### src/rtl/pf_gate_pkg.sv
package pf_gate_pkg;

    localparam int TOT_W = 8;

    localparam logic [1:0] TR_IDLE   = 2'b00;
    localparam logic [1:0] TR_BUSY   = 2'b01;
    localparam logic [1:0] TR_NONSEQ = 2'b10;
    localparam logic [1:0] TR_SEQ    = 2'b11;

    typedef enum logic [1:0] {
        ST_IDLE,
        ST_SERVE,
        ST_ERR_FIRST,
        ST_ERR_LAST
    } pf_state_e;

    function automatic logic [2:0] beats_log2(input logic [2:0] burst);
        logic [2:0] r;
        unique case (burst[2:1])
            2'b00:   r = 3'd0;
            2'b01:   r = 3'd2;
            2'b10:   r = 3'd3;
            default: r = 3'd4;
        endcase
        return r;
    endfunction

endpackage

### src/rtl/pf_burst_decode.sv
module pf_burst_decode
    import pf_gate_pkg::*;
(
    input  logic [2:0]       burst,
    input  logic [2:0]       size,
    output logic [TOT_W-1:0] total_bytes,
    output logic             is_wrap,
    output logic             size_bad
);

    logic [2:0] shift;

    always_comb begin
        is_wrap  = (burst[0] == 1'b0) && (burst != 3'b000);
        size_bad = (size > 3'd3);
        shift    = beats_log2(burst) + {1'b0, size[1:0]};
        total_bytes = size_bad ? '0 : (TOT_W'(1) << shift);
    end

endmodule

### src/rtl/pf_limit_select.sv
module pf_limit_select #(
    parameter int LIM_W = 8
) (
    input  logic [LIM_W-1:0] cfg_bytes,
    input  logic [LIM_W-1:0] seq_bytes,
    output logic [LIM_W-1:0] limit_bytes
);

    always_comb begin
        limit_bytes = (cfg_bytes != '0) ? cfg_bytes : seq_bytes;
    end

endmodule

### src/rtl/pf_wrap_align.sv
module pf_wrap_align
    import pf_gate_pkg::*;
#(
    parameter int ADDR_W = 32
) (
    input  logic [ADDR_W-1:0] addr_in,
    input  logic [TOT_W-1:0]  total_bytes,
    input  logic              is_wrap,
    output logic [ADDR_W-1:0] addr_out
);

    localparam int PAD_W = ADDR_W - TOT_W;

    logic [ADDR_W-1:0] low_mask;

    always_comb begin
        low_mask = {{PAD_W{1'b0}}, total_bytes - TOT_W'(1)};
        addr_out = is_wrap ? (addr_in & ~low_mask) : addr_in;
    end

endmodule

### src/rtl/pf_burst_gate.sv
module pf_burst_gate
    import pf_gate_pkg::*;
#(
    parameter int ADDR_W = 32,
    parameter int LIM_W  = 8
) (
    input  logic              clk,
    input  logic              rst_n,
    input  logic [ADDR_W-1:0] haddr,
    input  logic [1:0]        htrans,
    input  logic [2:0]        hburst,
    input  logic [2:0]        hsize,
    input  logic              buf_hit,
    input  logic [LIM_W-1:0]  cfg_pf_bytes,
    input  logic [LIM_W-1:0]  seq_pf_bytes,
    input  logic              err_clr,
    output logic              hready,
    output logic              hresp,
    output logic              fetch_valid,
    output logic              pass_valid,
    output logic [ADDR_W-1:0] out_addr,
    output logic              err_flag
);

    localparam int CMP_W = (LIM_W > TOT_W) ? LIM_W : TOT_W;

    pf_state_e         state_q, state_d;
    logic [TOT_W-1:0]  total_bytes;
    logic              is_wrap;
    logic              size_bad;
    logic [LIM_W-1:0]  limit_bytes;
    logic [ADDR_W-1:0] wrap_addr;
    logic              accept;
    logic              oversize;
    logic [ADDR_W-1:0] addr_q;
    logic              hit_q;

    pf_burst_decode u_decode (
        .burst       (hburst),
        .size        (hsize),
        .total_bytes (total_bytes),
        .is_wrap     (is_wrap),
        .size_bad    (size_bad)
    );

    pf_limit_select #(.LIM_W(LIM_W)) u_limit (
        .cfg_bytes   (cfg_pf_bytes),
        .seq_bytes   (seq_pf_bytes),
        .limit_bytes (limit_bytes)
    );

    pf_wrap_align #(.ADDR_W(ADDR_W)) u_align (
        .addr_in     (haddr),
        .total_bytes (total_bytes),
        .is_wrap     (is_wrap),
        .addr_out    (wrap_addr)
    );

    always_comb begin
        accept   = hready && (htrans == TR_NONSEQ);
        oversize = size_bad || (CMP_W'(total_bytes) > CMP_W'(limit_bytes));
    end

    // next-state logic
    always_comb begin
        state_d = ST_IDLE;
        unique case (state_q)
            ST_ERR_FIRST: state_d = ST_ERR_LAST;
            ST_IDLE, ST_SERVE, ST_ERR_LAST: begin
                if (accept) state_d = oversize ? ST_ERR_FIRST : ST_SERVE;
                else        state_d = ST_IDLE;
            end
        endcase
    end

    // state register
    always_ff @(posedge clk) begin
        if (!rst_n) state_q <= ST_IDLE;
        else        state_q <= state_d;
    end

    // captured request
    always_ff @(posedge clk) begin
        if (!rst_n) begin
            addr_q <= '0;
            hit_q  <= 1'b0;
        end else if (accept && !oversize) begin
            addr_q <= buf_hit ? haddr : wrap_addr;
            hit_q  <= buf_hit;
        end
    end

    // sticky flag, set over clear
    always_ff @(posedge clk) begin
        if (!rst_n)                 err_flag <= 1'b0;
        else if (accept && oversize) err_flag <= 1'b1;
        else if (err_clr)           err_flag <= 1'b0;
    end

    // outputs
    always_comb begin
        hready      = 1'b1;
        hresp       = 1'b0;
        fetch_valid = 1'b0;
        pass_valid  = 1'b0;
        unique case (state_q)
            ST_IDLE: ;
            ST_SERVE: begin
                fetch_valid = !hit_q;
                pass_valid  = hit_q;
            end
            ST_ERR_FIRST: begin
                hready = 1'b0;
                hresp  = 1'b1;
            end
            ST_ERR_LAST: hresp = 1'b1;
        endcase
        out_addr = addr_q;
    end

endmodule

### config.mk
export PLATFORM = sky130hd
export DESIGN_NAME = pf_burst_gate
export DESIGN_NICKNAME = d
export VERILOG_FILES = /design/src/rtl/pf_gate_pkg.sv /design/src/rtl/pf_burst_decode.sv /design/src/rtl/pf_limit_select.sv /design/src/rtl/pf_wrap_align.sv /design/src/rtl/pf_burst_gate.sv
export SDC_FILE = /design/constraint.sdc
export NUM_CORES = 1
export LEC_CHECK = 0
export ABC_AREA = 1
export BUFFER_PORTS_ARGS = -buffer_cell sky130_fd_sc_hd__buf_2
export CORE_ASPECT_RATIO = 0.75
export CORE_UTILIZATION = 40
export DETAILED_ROUTE_END_ITERATION = 10
export GPL_TIMING_DRIVEN = 0
export PLACE_DENSITY = 0.72
export SETUP_SLACK_MARGIN = 0.4
export SYNTH_ARGS = -nofsm -noshare
export SYNTH_HDL_FRONTEND = slang
export SYNTH_SLANG_ARGS = --single-unit
export TNS_END_PERCENT = 1
### constraint.sdc
create_clock -name clk -period 3 [get_ports clk]
set_clock_uncertainty 0.1 [all_clocks]
set_input_delay 0.15 -clock clk [delete_from_list [all_inputs] [get_ports clk]]
set_output_delay 0.15 -clock clk [all_outputs]
set_load 0.02 [all_outputs]
==> impl_metrics.yaml <==
floorplan:
  core_um2: 4546
  start_util_pct: 42.36
  dieArea_um2: 5098
  die_h_um: 62.09
  die_x_um: 82.12
  std_cell_rows: 21
  ios: 97
global_routing:
  grt.overflow.total: 0
  antenna_found_initial: 0
  track_usage_pct: 22.19
  grt_pass1_wl_mm: 8.397
  grt_max_degree: 12
  grt_pass1_vias: 1878
sta:
  slew_viol_final: 0
  layout_worst_path_cycle_share_pct: 90.57
  hold_viol_final: 0
  slew-limit-headroom_pct: 58.71
  finalSetupViolCount: 0
  fin_tns_setup_ns: 0
  worst_pin_slew_ns: 0.6194
  rsz0062_at_grt: "yes"
  layout_setup_ws_ns: 0.2830
  fmax_ghz: 0.3681
  period_minus_slack_ns: 2.717
worst_setup_path:
  cpMaxStageDelayCell: "fa_2"
  setup.worst_path.start: "hburst[1]"
  endpoint_kind: "flop"
  r2r_setup_slack_ns: 1.37
  worstPathMaxFanout: 6
  reg2regPathDepth: 10
  rr_startpoint: "state_q[0]"
  cp.required_ns: 3.13
  worst_ep_arrival_time_ns: 2.84
  regToRegEndpoint: "out_addr[3]"
  critical_path_class: "input pin to flop"
  cp_common_cell: "nand2_1"
  cp-start-kind: "input pin"
  slowest_delay_ns: 0.55
  path_cells: "buf_8 > inv_4 > ha_4 > ha_4 > fa_2 > nor3_4 > nand2_2 > ha_4 > inv_1 > nand2_1 > nand2_1 > nand2_1 > nand2_1 > nand2_1 > nand2_1 > nand2_2 > buf_6 > nand3_4 > buf_6 > buf_6 > nand2_2 > a21oi_2"
  setup.worst_path.end: "out_addr[0]"
logic_synthesis:
  synth.distinct_cells: 29
  synth_top_area_share_pct: 37.43
  syn_inst: 261
  ys_ff_latch: 36
  synth.area.top_cells: "dfxtp_1, nand2_1, a21oi_1"
  synth_area_um2: 1926
  yosys_warnings: 0
  yosysSeqAreaShare_pct: 37.43
  syn_avg_cell_area_um2: 7.378
  syn_nets: 334
  yosys.area.top_type: "dfxtp_1"
clocking:
  root_buffer: "clkbuf_8"
  tritoncts: "yes"
  path_clk_slew_ns: 0.07
  clockBufferDepth: 2
  clkSinkCount: 36
  clk_latency_ns: 0.29
  h-tree-depth: 2
  cts_buffers: 5
power_and_ir_drop:
  power.share.clock_pct: 29.8
  power_frac_comb_pct: 28.0
  p_per_area_nw_per_um2: 383.8
  power_frac_seq_pct: 42.2
  peakVddDrop_mv: 0.2164
  power_uw: 1196
  p_leak_uw: 0.001447
  swShare_pct: 30.44
  power.internal_uw: 831.9
  p_switching_uw: 364.0
drt:
  drt-total-wl_mm: 5.574
  dr.pass1.iters: 4
  vias: 2147
  ant_nets: 0
  wl_per_cell_um: 12.39
  drc: 0
  routed_via_density: 4.771
  drtIter0Drc: 98
run_status:
  outcome: "finished, final reports clean"
placed_design:
  dp_slack_ns: -0.1771
  globalplace.congestion: 0.8221
  portBuffers: 96
  postPlaceCellArea_um2: 2510
  dp_hpwl_mm: 3.690
  placed_cells: 414
finish:
  fillCellCount: 385
  final_cells: 450
  layout_commonest_cell: "buf_2"
  seqCellArea_um2: 720.7
  multi_input_area_um2: 1276
  syn_to_final_growth_pct: 61.79
  n_antenna_cell: 0
  design_area_um2: 3115
  drive_gt1_share_pct: 49.87
  mostFrequentLayoutCells: "buf_2, nand2_1, dfxtp_1, a21oi_1, nand2_2"
  fin_nets: 465
flow_run:
  maxCapViolations: 0
min_path:
  min_path_type: "input pin to flop"
how the worst min path moves through the flow:
stage	end	slack, ns	from	cells after the start
2_1_floorplan	out_addr[20]	0.19	haddr[20]	2
3_3_place_gp	out_addr[30]	0.30	haddr[30]	3
3_5_place_dp	out_addr[9]	0.30	haddr[9]	3
4_1_cts	out_addr[19]	0.0005	haddr[19]	3
5_1_grt	out_addr[13]	0.002	haddr[13]	3
6_report	out_addr[15]	0.005	haddr[15]	3
layout make-up:
cell class / count / share of cell area [%]
flip-flops and latches: 36 / 23.13
repair buffers: 124 / 24.86
multi-input cells: 191 / 40.96
well taps: 57 / 2.289
clock buffers: 6 / 2.651
inverters: 24 / 2.972
clock inverters: 2 / 0.3213
plain buffers: 10 / 2.811
sequential cells by signal, indices dropped and copies added, names as in the netlist:
register and flops:
hit_q 1, out_addr 32, state_q 2, err_flag 1
repair_timing:
item                       4_1_cts  5_1_grt
gates cloned                     3        0
resized for setup               38       22
pin swaps                       18       18
buffers inserted                10        6
hold endpoints to repair         9        0
hold buffers                     9        0
setup endpoints to repair       34       36
worst max-delay path, delay by kind of cell:
kind / cells / cell delay, ns
AO/OA/AOI/OAI: 1 / 0.11
adder cells (fa/ha/maj): 4 / 1.02
buffers and inverters: 6 / 0.53
AND/OR/NAND/NOR: 11 / 1.02
power groups by stage:
| stage | combinational (uW) | sequential, uW | clock [uW] |
|---|---|---|---|
| global placement | 237 | 515 | 0 |
| detailed placement | 242 | 515 | 0 |
| CTS | 300 | 504 | 361 |
| finish | 335 | 505 | 356 |
| floorplan | 135 | 535 | 0 |
| global route | 368 | 508 | 385 |
per-layer routing:
metal	share of wire, %	track usage, %
met5	0	0
met4	0.90	7.519
met3	5.9	5.401
met2	47	36.60
met1	46	28.71
synthesized netlist by cell type (all sizes together):
cell type / instances
xor2: 1
buf: 6
clkbuf: 4
a21o: 1
mux2i: 1
inv: 23
o21a: 1
a31oi: 1
clkinv: 1
dfxtp: 36
nand3b: 1
o21ai: 3
ha: 12
nor3: 7
nand3: 9
fa: 1
a21oi: 43
nand4: 2
nand2: 91
nor2: 16
o31a: 1
through the flow:
stage	utilization (%)	hold WS [ns]
finish	68.54	0.005380
global route	68.54	0.002445
CTS	65.18	0.0005400
detailed placement	55.22	0.3038
global placement	55.22	0.2978
floorplan	-	0.1863
logic make-up after synthesis:
| logic type | after synthesis | share of synthesized area (%) |
|---|---|---|
| AOI/OAI and AO/OA | 50 | 15.46 |
| xor gates and xnor gates | 1 | 0.4549 |
| adders and majority gates | 13 | 8.837 |
| buffers and inverters | 34 | 8.122 |
| DFF | 36 | 37.43 |
| muxes | 1 | 0.5198 |
| and+or+nand+nor | 126 | 29.17 |
Note: power is estimated with default switching activity, not from simulation.
